$ cat config.mk
export PLATFORM = sky130hd
export DESIGN_NAME = usb_pwrup_seq
export DESIGN_NICKNAME = d
export VERILOG_FILES = /design/src/rtl/usb_pwrup_pkg.sv /design/src/rtl/seq_wait_ctr.sv /design/src/rtl/seq_refcfg.sv /design/src/rtl/usb_pwrup_seq.sv
export SDC_FILE = /design/constraint.sdc
export NUM_CORES = 1
export LEC_CHECK = 0
export CORE_ASPECT_RATIO = 0.7
export CORE_MARGIN = 3
export CORE_UTILIZATION = 49
export CTS_BUF_LIST = sky130_fd_sc_hd__clkbuf_8
export DETAILED_ROUTE_END_ITERATION = 16
export PLACE_DENSITY = 0.82
export SYNTH_ARGS = -nofsm -noshare
export SYNTH_HDL_FRONTEND = slang
export SYNTH_SLANG_ARGS = --single-unit
$ cat constraint.sdc
create_clock -name clk -period 2.4 [get_ports clk]
set_clock_uncertainty 0.1 [all_clocks]
set_input_delay 0.48 -clock clk [delete_from_list [all_inputs] [get_ports clk]]
set_output_delay 0.48 -clock clk [all_outputs]
set_load 0.05 [all_outputs]
$ cat src/rtl/usb_pwrup_pkg.sv
package usb_pwrup_pkg;

  typedef enum logic [3:0] {
    ST_IDLE, ST_DIV_RST, ST_DIV_CFG, ST_DIV_REL, ST_PWR_UP,
    ST_WAIT_GLUE, ST_WAIT_HC, ST_WAIT_IF, ST_PHY_REL, ST_DONE
  } seq_state_t;

  localparam int MULT_W = 7;
  localparam int FSEL_W = 6;

  // PLL multiplier from the frequency code; code 3 falls back to 100 MHz
  function automatic logic [MULT_W-1:0] pll_mult(input logic [1:0] fcode);
    case (fcode)
      2'd1:    pll_mult = 7'h32;
      2'd2:    pll_mult = 7'h28;
      default: pll_mult = 7'h19;
    endcase
  endfunction

  // frequency select: the shared-source 100 MHz case is the only special one
  function automatic logic [FSEL_W-1:0] ref_fsel(input logic [1:0] src,
                                                 input logic [1:0] fcode);
    logic at_100;
    at_100   = (fcode == 2'd0) || (fcode == 2'd3);
    ref_fsel = (!src[1] && at_100) ? 6'h27 : 6'h07;
  endfunction

endpackage

$ cat src/rtl/seq_wait_ctr.sv
module seq_wait_ctr #(
  parameter int WAIT_CYC = 10,
  localparam int CNT_W = $clog2(WAIT_CYC)
) (
  input  logic clk,
  input  logic rst_n,
  input  logic load_i,
  output logic zero_o
);
  logic [CNT_W-1:0] cnt_q;

  always_ff @(posedge clk or negedge rst_n) begin
    if (!rst_n)               cnt_q <= '0;
    else if (load_i)          cnt_q <= CNT_W'(WAIT_CYC - 1);
    else if (cnt_q != '0)     cnt_q <= cnt_q - 1'b1;
  end

  assign zero_o = (cnt_q == '0);
endmodule

$ cat src/rtl/seq_refcfg.sv
module seq_refcfg
  import usb_pwrup_pkg::*;
(
  input  logic              clk,
  input  logic              rst_n,
  input  logic              clr_i,
  input  logic              cap_i,
  input  logic [1:0]        src_i,
  input  logic [1:0]        fcode_i,
  output logic [1:0]        ref_sel_o,
  output logic [MULT_W-1:0] mult_o,
  output logic [FSEL_W-1:0] fsel_o
);
  always_ff @(posedge clk or negedge rst_n) begin
    if (!rst_n) begin
      ref_sel_o <= '0;
      mult_o    <= '0;
      fsel_o    <= '0;
    end else if (clr_i) begin
      ref_sel_o <= '0;
      mult_o    <= '0;
      fsel_o    <= '0;
    end else if (cap_i) begin
      ref_sel_o <= src_i;
      mult_o    <= pll_mult(fcode_i);
      fsel_o    <= ref_fsel(src_i, fcode_i);
    end
  end
endmodule

$ cat src/rtl/usb_pwrup_seq.sv
module usb_pwrup_seq
  import usb_pwrup_pkg::*;
#(
  parameter int WAIT_CYC = 10,
  parameter int DSEL_W   = 3,
  parameter logic [DSEL_W-1:0] DIV_SEL = 3'd2
) (
  input  logic              clk,
  input  logic              rst_n,
  input  logic              start_i,
  input  logic [1:0]        ref_src_i,
  input  logic [1:0]        freq_code_i,
  output logic              phy_rst_o,
  output logic              hc_rst_o,
  output logic              glue_rst_o,
  output logic              div_rst_o,
  output logic              div_en_o,
  output logic [DSEL_W-1:0] div_sel_o,
  output logic [1:0]        ref_sel_o,
  output logic [MULT_W-1:0] mult_o,
  output logic [FSEL_W-1:0] fsel_o,
  output logic              div2_o,
  output logic              ssc_en_o,
  output logic              ref_ss_en_o,
  output logic              hs_pwr_o,
  output logic              ss_pwr_o,
  output logic              ppc_en_o,
  output logic              if_clk_en_o,
  output logic              mode_o,
  output logic              done_o
);
  seq_state_t state_q;

  // named internal events, also used by the checker
  logic seq_busy, start_accept, wait_done, in_wait, ctr_load, pwr_step;

  assign seq_busy     = (state_q != ST_IDLE) && (state_q != ST_DONE);
  assign start_accept = start_i && !seq_busy;
  assign in_wait      = (state_q == ST_WAIT_GLUE) || (state_q == ST_WAIT_HC) ||
                        (state_q == ST_WAIT_IF);
  assign pwr_step     = (state_q == ST_PWR_UP);
  assign ctr_load     = pwr_step || (in_wait && wait_done);
  assign div2_o       = 1'b0;

  seq_wait_ctr #(.WAIT_CYC(WAIT_CYC)) u_wait (
    .clk(clk), .rst_n(rst_n), .load_i(ctr_load), .zero_o(wait_done)
  );

  seq_refcfg u_ref (
    .clk(clk), .rst_n(rst_n), .clr_i(start_accept), .cap_i(pwr_step),
    .src_i(ref_src_i), .fcode_i(freq_code_i),
    .ref_sel_o(ref_sel_o), .mult_o(mult_o), .fsel_o(fsel_o)
  );

  always_ff @(posedge clk or negedge rst_n) begin
    if (!rst_n) begin
      state_q     <= ST_IDLE;
      phy_rst_o   <= 1'b1;
      hc_rst_o    <= 1'b1;
      glue_rst_o  <= 1'b1;
      div_rst_o   <= 1'b0;
      div_en_o    <= 1'b0;
      div_sel_o   <= '0;
      ssc_en_o    <= 1'b0;
      ref_ss_en_o <= 1'b0;
      hs_pwr_o    <= 1'b0;
      ss_pwr_o    <= 1'b0;
      ppc_en_o    <= 1'b0;
      if_clk_en_o <= 1'b0;
      mode_o      <= 1'b1;
      done_o      <= 1'b0;
    end else if (start_accept) begin
      state_q     <= ST_DIV_RST;
      phy_rst_o   <= 1'b1;
      hc_rst_o    <= 1'b1;
      glue_rst_o  <= 1'b1;
      div_rst_o   <= 1'b0;
      div_en_o    <= 1'b0;
      div_sel_o   <= '0;
      ssc_en_o    <= 1'b0;
      ref_ss_en_o <= 1'b0;
      hs_pwr_o    <= 1'b0;
      ss_pwr_o    <= 1'b0;
      ppc_en_o    <= 1'b0;
      if_clk_en_o <= 1'b0;
      mode_o      <= 1'b1;
      done_o      <= 1'b0;
    end else begin
      case (state_q)
        ST_DIV_RST: begin
          div_rst_o <= 1'b1;
          state_q   <= ST_DIV_CFG;
        end
        ST_DIV_CFG: begin
          div_sel_o <= DIV_SEL;
          div_en_o  <= 1'b1;
          state_q   <= ST_DIV_REL;
        end
        ST_DIV_REL: begin
          div_rst_o <= 1'b0;
          state_q   <= ST_PWR_UP;
        end
        ST_PWR_UP: begin
          ssc_en_o    <= 1'b1;
          ref_ss_en_o <= 1'b1;
          hs_pwr_o    <= 1'b1;
          ss_pwr_o    <= 1'b1;
          state_q     <= ST_WAIT_GLUE;
        end
        ST_WAIT_GLUE: if (wait_done) begin
          glue_rst_o <= 1'b0;
          state_q    <= ST_WAIT_HC;
        end
        ST_WAIT_HC: if (wait_done) begin
          ppc_en_o <= 1'b1;
          hc_rst_o <= 1'b0;
          state_q  <= ST_WAIT_IF;
        end
        ST_WAIT_IF: if (wait_done) begin
          if_clk_en_o <= 1'b1;
          mode_o      <= 1'b0;
          state_q     <= ST_PHY_REL;
        end
        ST_PHY_REL: begin
          phy_rst_o <= 1'b0;
          done_o    <= 1'b1;
          state_q   <= ST_DONE;
        end
        default: ;
      endcase
    end
  end
endmodule

==> reports/qor.txt <==
Post-synthesis mux area share - 0%
Worst setup EP type - primary output
CTS root buf - clkbuf_8
Cts bufs inserted - 3
Critical Path Fanout Max - 2
Non-Filler Instances - 200
Synthesized area - 1380 sq um
DR pass1 iterations - 4
Die height - 50.4 um
Drt drc - 0
Antenna violation net count after detailed routing - 0
Register area - 656 sq um
Reg clk slew, reported paths - 0.08 ns
Congestion Overflow GR - 0
Max stage delay cell, worst path - clkdlybuf4s50_1
Area of the multi-input gates - 577 sq um
Largest net degree at the start of global routing - 27
Place WS - 0.293 ns
Final Core Density - 65.7%
H-tree Lvls - 1
Placed Instances - 196
Post-synth cell types - 36
Leakage - 0.000741 uW
Crit path DAT - 1.61 ns
Synth Area in Simple Gates - 20.7%
Total track usage - 16.9%
Final worst slack - 0.212 ns
DP Wirelength - 2140 um
Final max-slew violation count - 0
Resize count post-CTS - 0
Hold WC Path Type - reg2reg
Clk buf depth - 2
Startpoint Class - register
Compound-Gate Fraction of Synth Area - 13.6%
Initial drt markers - 63
Area grow syn2layout - 22.2%
Status - finished, final reports clean
Vias in the first global route - 976
Final setup violating endpoints - 0
Mapped Cells - 145
Die ar. - 3510 sq um
Initial antenna violation count - 0
Clock Sinks - 26
Initial Utilization - 53.8%
CP top delay family - buffers and inverters
Total Nets Final - 178
Clk Latency, worst-skew pair - 0.27 ns
CTS Hold Bufs - 0
Worst IR Drop VDD - 0.692 mV
Cell Pwr Density - 1590 nW/um^2
Met2 WL - 1450 um
Asr flop ratio synth - 100%
WL final - 2850 um
TNS Setup - 0 ns
WS Path Type - reg2out
Relative slew slack - 56.6%
GPL Wtd Cong - 0.861
Via density - 5.29
Max Used Layer - met4
CP required - 1.82 ns
Io pins - 39
Layout cell share with drive strength beyond 1 - 8.43%
Post-Synth Adder-Cell Area - 3.62%
Synth Area in XOR/XNOR - 1.90%
Top cell type's share of synthesized area - 39.8%
Wire length on met1 - 1250 um
Largest family of logic cells by synthesized area - simple AND/OR/NAND/NOR gates
Seq cells post-synth - 26
Port Buffers - 31
Number of fill cells - 202
Tcrit/Tclk final - 91.2%
Ys flop type - dfrtp_1
Ranking of synthesized cells by area - dfrtp_1 (40%), buf_4 (7.6%), dfstp_2 (7.6%)
First-pass GRT wire length - 4710 um
Worst path max stage delay - 0.80 ns
Total of max-cap violations - 0
Area leader, netlist - dfrtp_1
Met3 wire len - 132 um
Via count - 1057
Sequential fraction of the synthesis area - 47.4%
Routed len/inst - 14.2 um
Die W - 69.5 um
Post-Syn Area per Cell - 9.54 sq um
Worst-Margin Slew - 0.650 ns
Diodes inserted - 0
FMAX - 457 MHz
EDFF count, synth - 0
Total core area - 2570 sq um
RSZ-0062 raised after global routing - false
Crit-path cells - clkdlybuf4s50_1
Minimum clock period - 2.19 ns
Post-CTS Setup Repair Bufs - 0
Rows - 15
Final Hold Viols - 0
Critical path buffer and inverter count - 1
Yosys warnings - 0
TritonCTS clock tree - done
-- synth_stat cells (all sizes together) (3+ instances only) --
cell type	instances
a21o	3
nor3	5
nand2b	6
o21ai	4
ha	4
a21oi	13
nand2	16
dfstp	4
dfrtp	22
xnor2	3
buf	17
nor2	7
inv	9
clkbuf	5
-- final cells by class --
type / instances / area share (%)
sequential: 26 / 38.8
multi-input combinational: 94 / 34.1
timing repair buffer: 33 / 19.3
clock buffer: 4 / 3.26
tap: 34 / 2.52
inverter: 9 / 2.00
-- metrics by stage --
step	total power, uW	hold slack [ns]	area (sq um)
after floorplan	1990	0.0844	1410
after global placement	2350	0.362	1630
after detailed placement	2410	0.390	1630
after CTS	2690	0.409	1690
after global routing	2830	0.429	1690
final	2680	0.404	1690
-- flip-flops by register name, summed over array words and instances (netlist names), 2 cells and up --
signal / flops
u_ref.mult_o: 5
state_q: 4
u_wait.cnt_q: 4
u_ref.fsel_o: 2
u_ref.ref_sel_o: 2
-- worst register-to-register path, stage by stage, from the launching register on --
cell and delay (ns):
dfrtp_1 0.42, inv_1 0.08, ha_1 0.19, or3b_1 0.48
or4_4 0.52, a21o_1 0.19
-- cells by family (layout without fill, tap and decap cells) --
family	after synthesis	after routing
AOI/OAI and AO/OA	30	30
xor gates and xnor gates	3	3
DFF	26	26
adders and majority gates	4	4
and+or+nand+nor	50	50
buffers and inverters	31	46
other	1	7
-- metal layers --
layer / global-route usage, % / vias to the layer above
li1: - / 516
met1: 22.5 / 512
met2: 28.0 / 27
met3: 4.80 / 2
met4: 2.92 / 0
met5: 0 / -
-- final timing paths --
kind	startpoint	to	slack [ns]	cells past startpoint
max	hc_rst_o	hc_rst_o	0.21	1
min	mode_o	mode_o	0.40	2
max reg2reg	u_wait.cnt_q[0]	hc_rst_o	0.36	5
min reg2reg	mode_o	mode_o	0.40	2
max in group asynchronous	rst_n	hc_rst_o	1.43	2
min in group asynchronous	rst_n	div_en_o	0.48	2
-- power breakdown --
group / switching [uW] / internal, uW / leakage [uW] / total [uW]
clock: 131 / 147 / 0.0000288 / 277
combinational: 989 / 527 / 0.000412 / 1520
sequential: 224 / 662 / 0.000301 / 885
-- placed cells by master (no fill, tap or decap), types with 2 or more instances in the layout --
cell type	instances
nor3_1	5
nor2_1	7
nand2b_1	6
a22oi_1	2
a211oi_1	2
dfrtp_1	22
nor4_1	2
nand3_1	2
nand2_1	16
o21ai_0	4
xnor2_1	3
dfstp_2	4
a21oi_1	13
clkdlybuf4s50_1	31
nor3b_1	2
conb_1	7
o32ai_1	2
inv_1	9
a21o_1	3
ha_1	4
buf_4	2
clkbuf_8	4
Power figures use the tool's default switching activity.
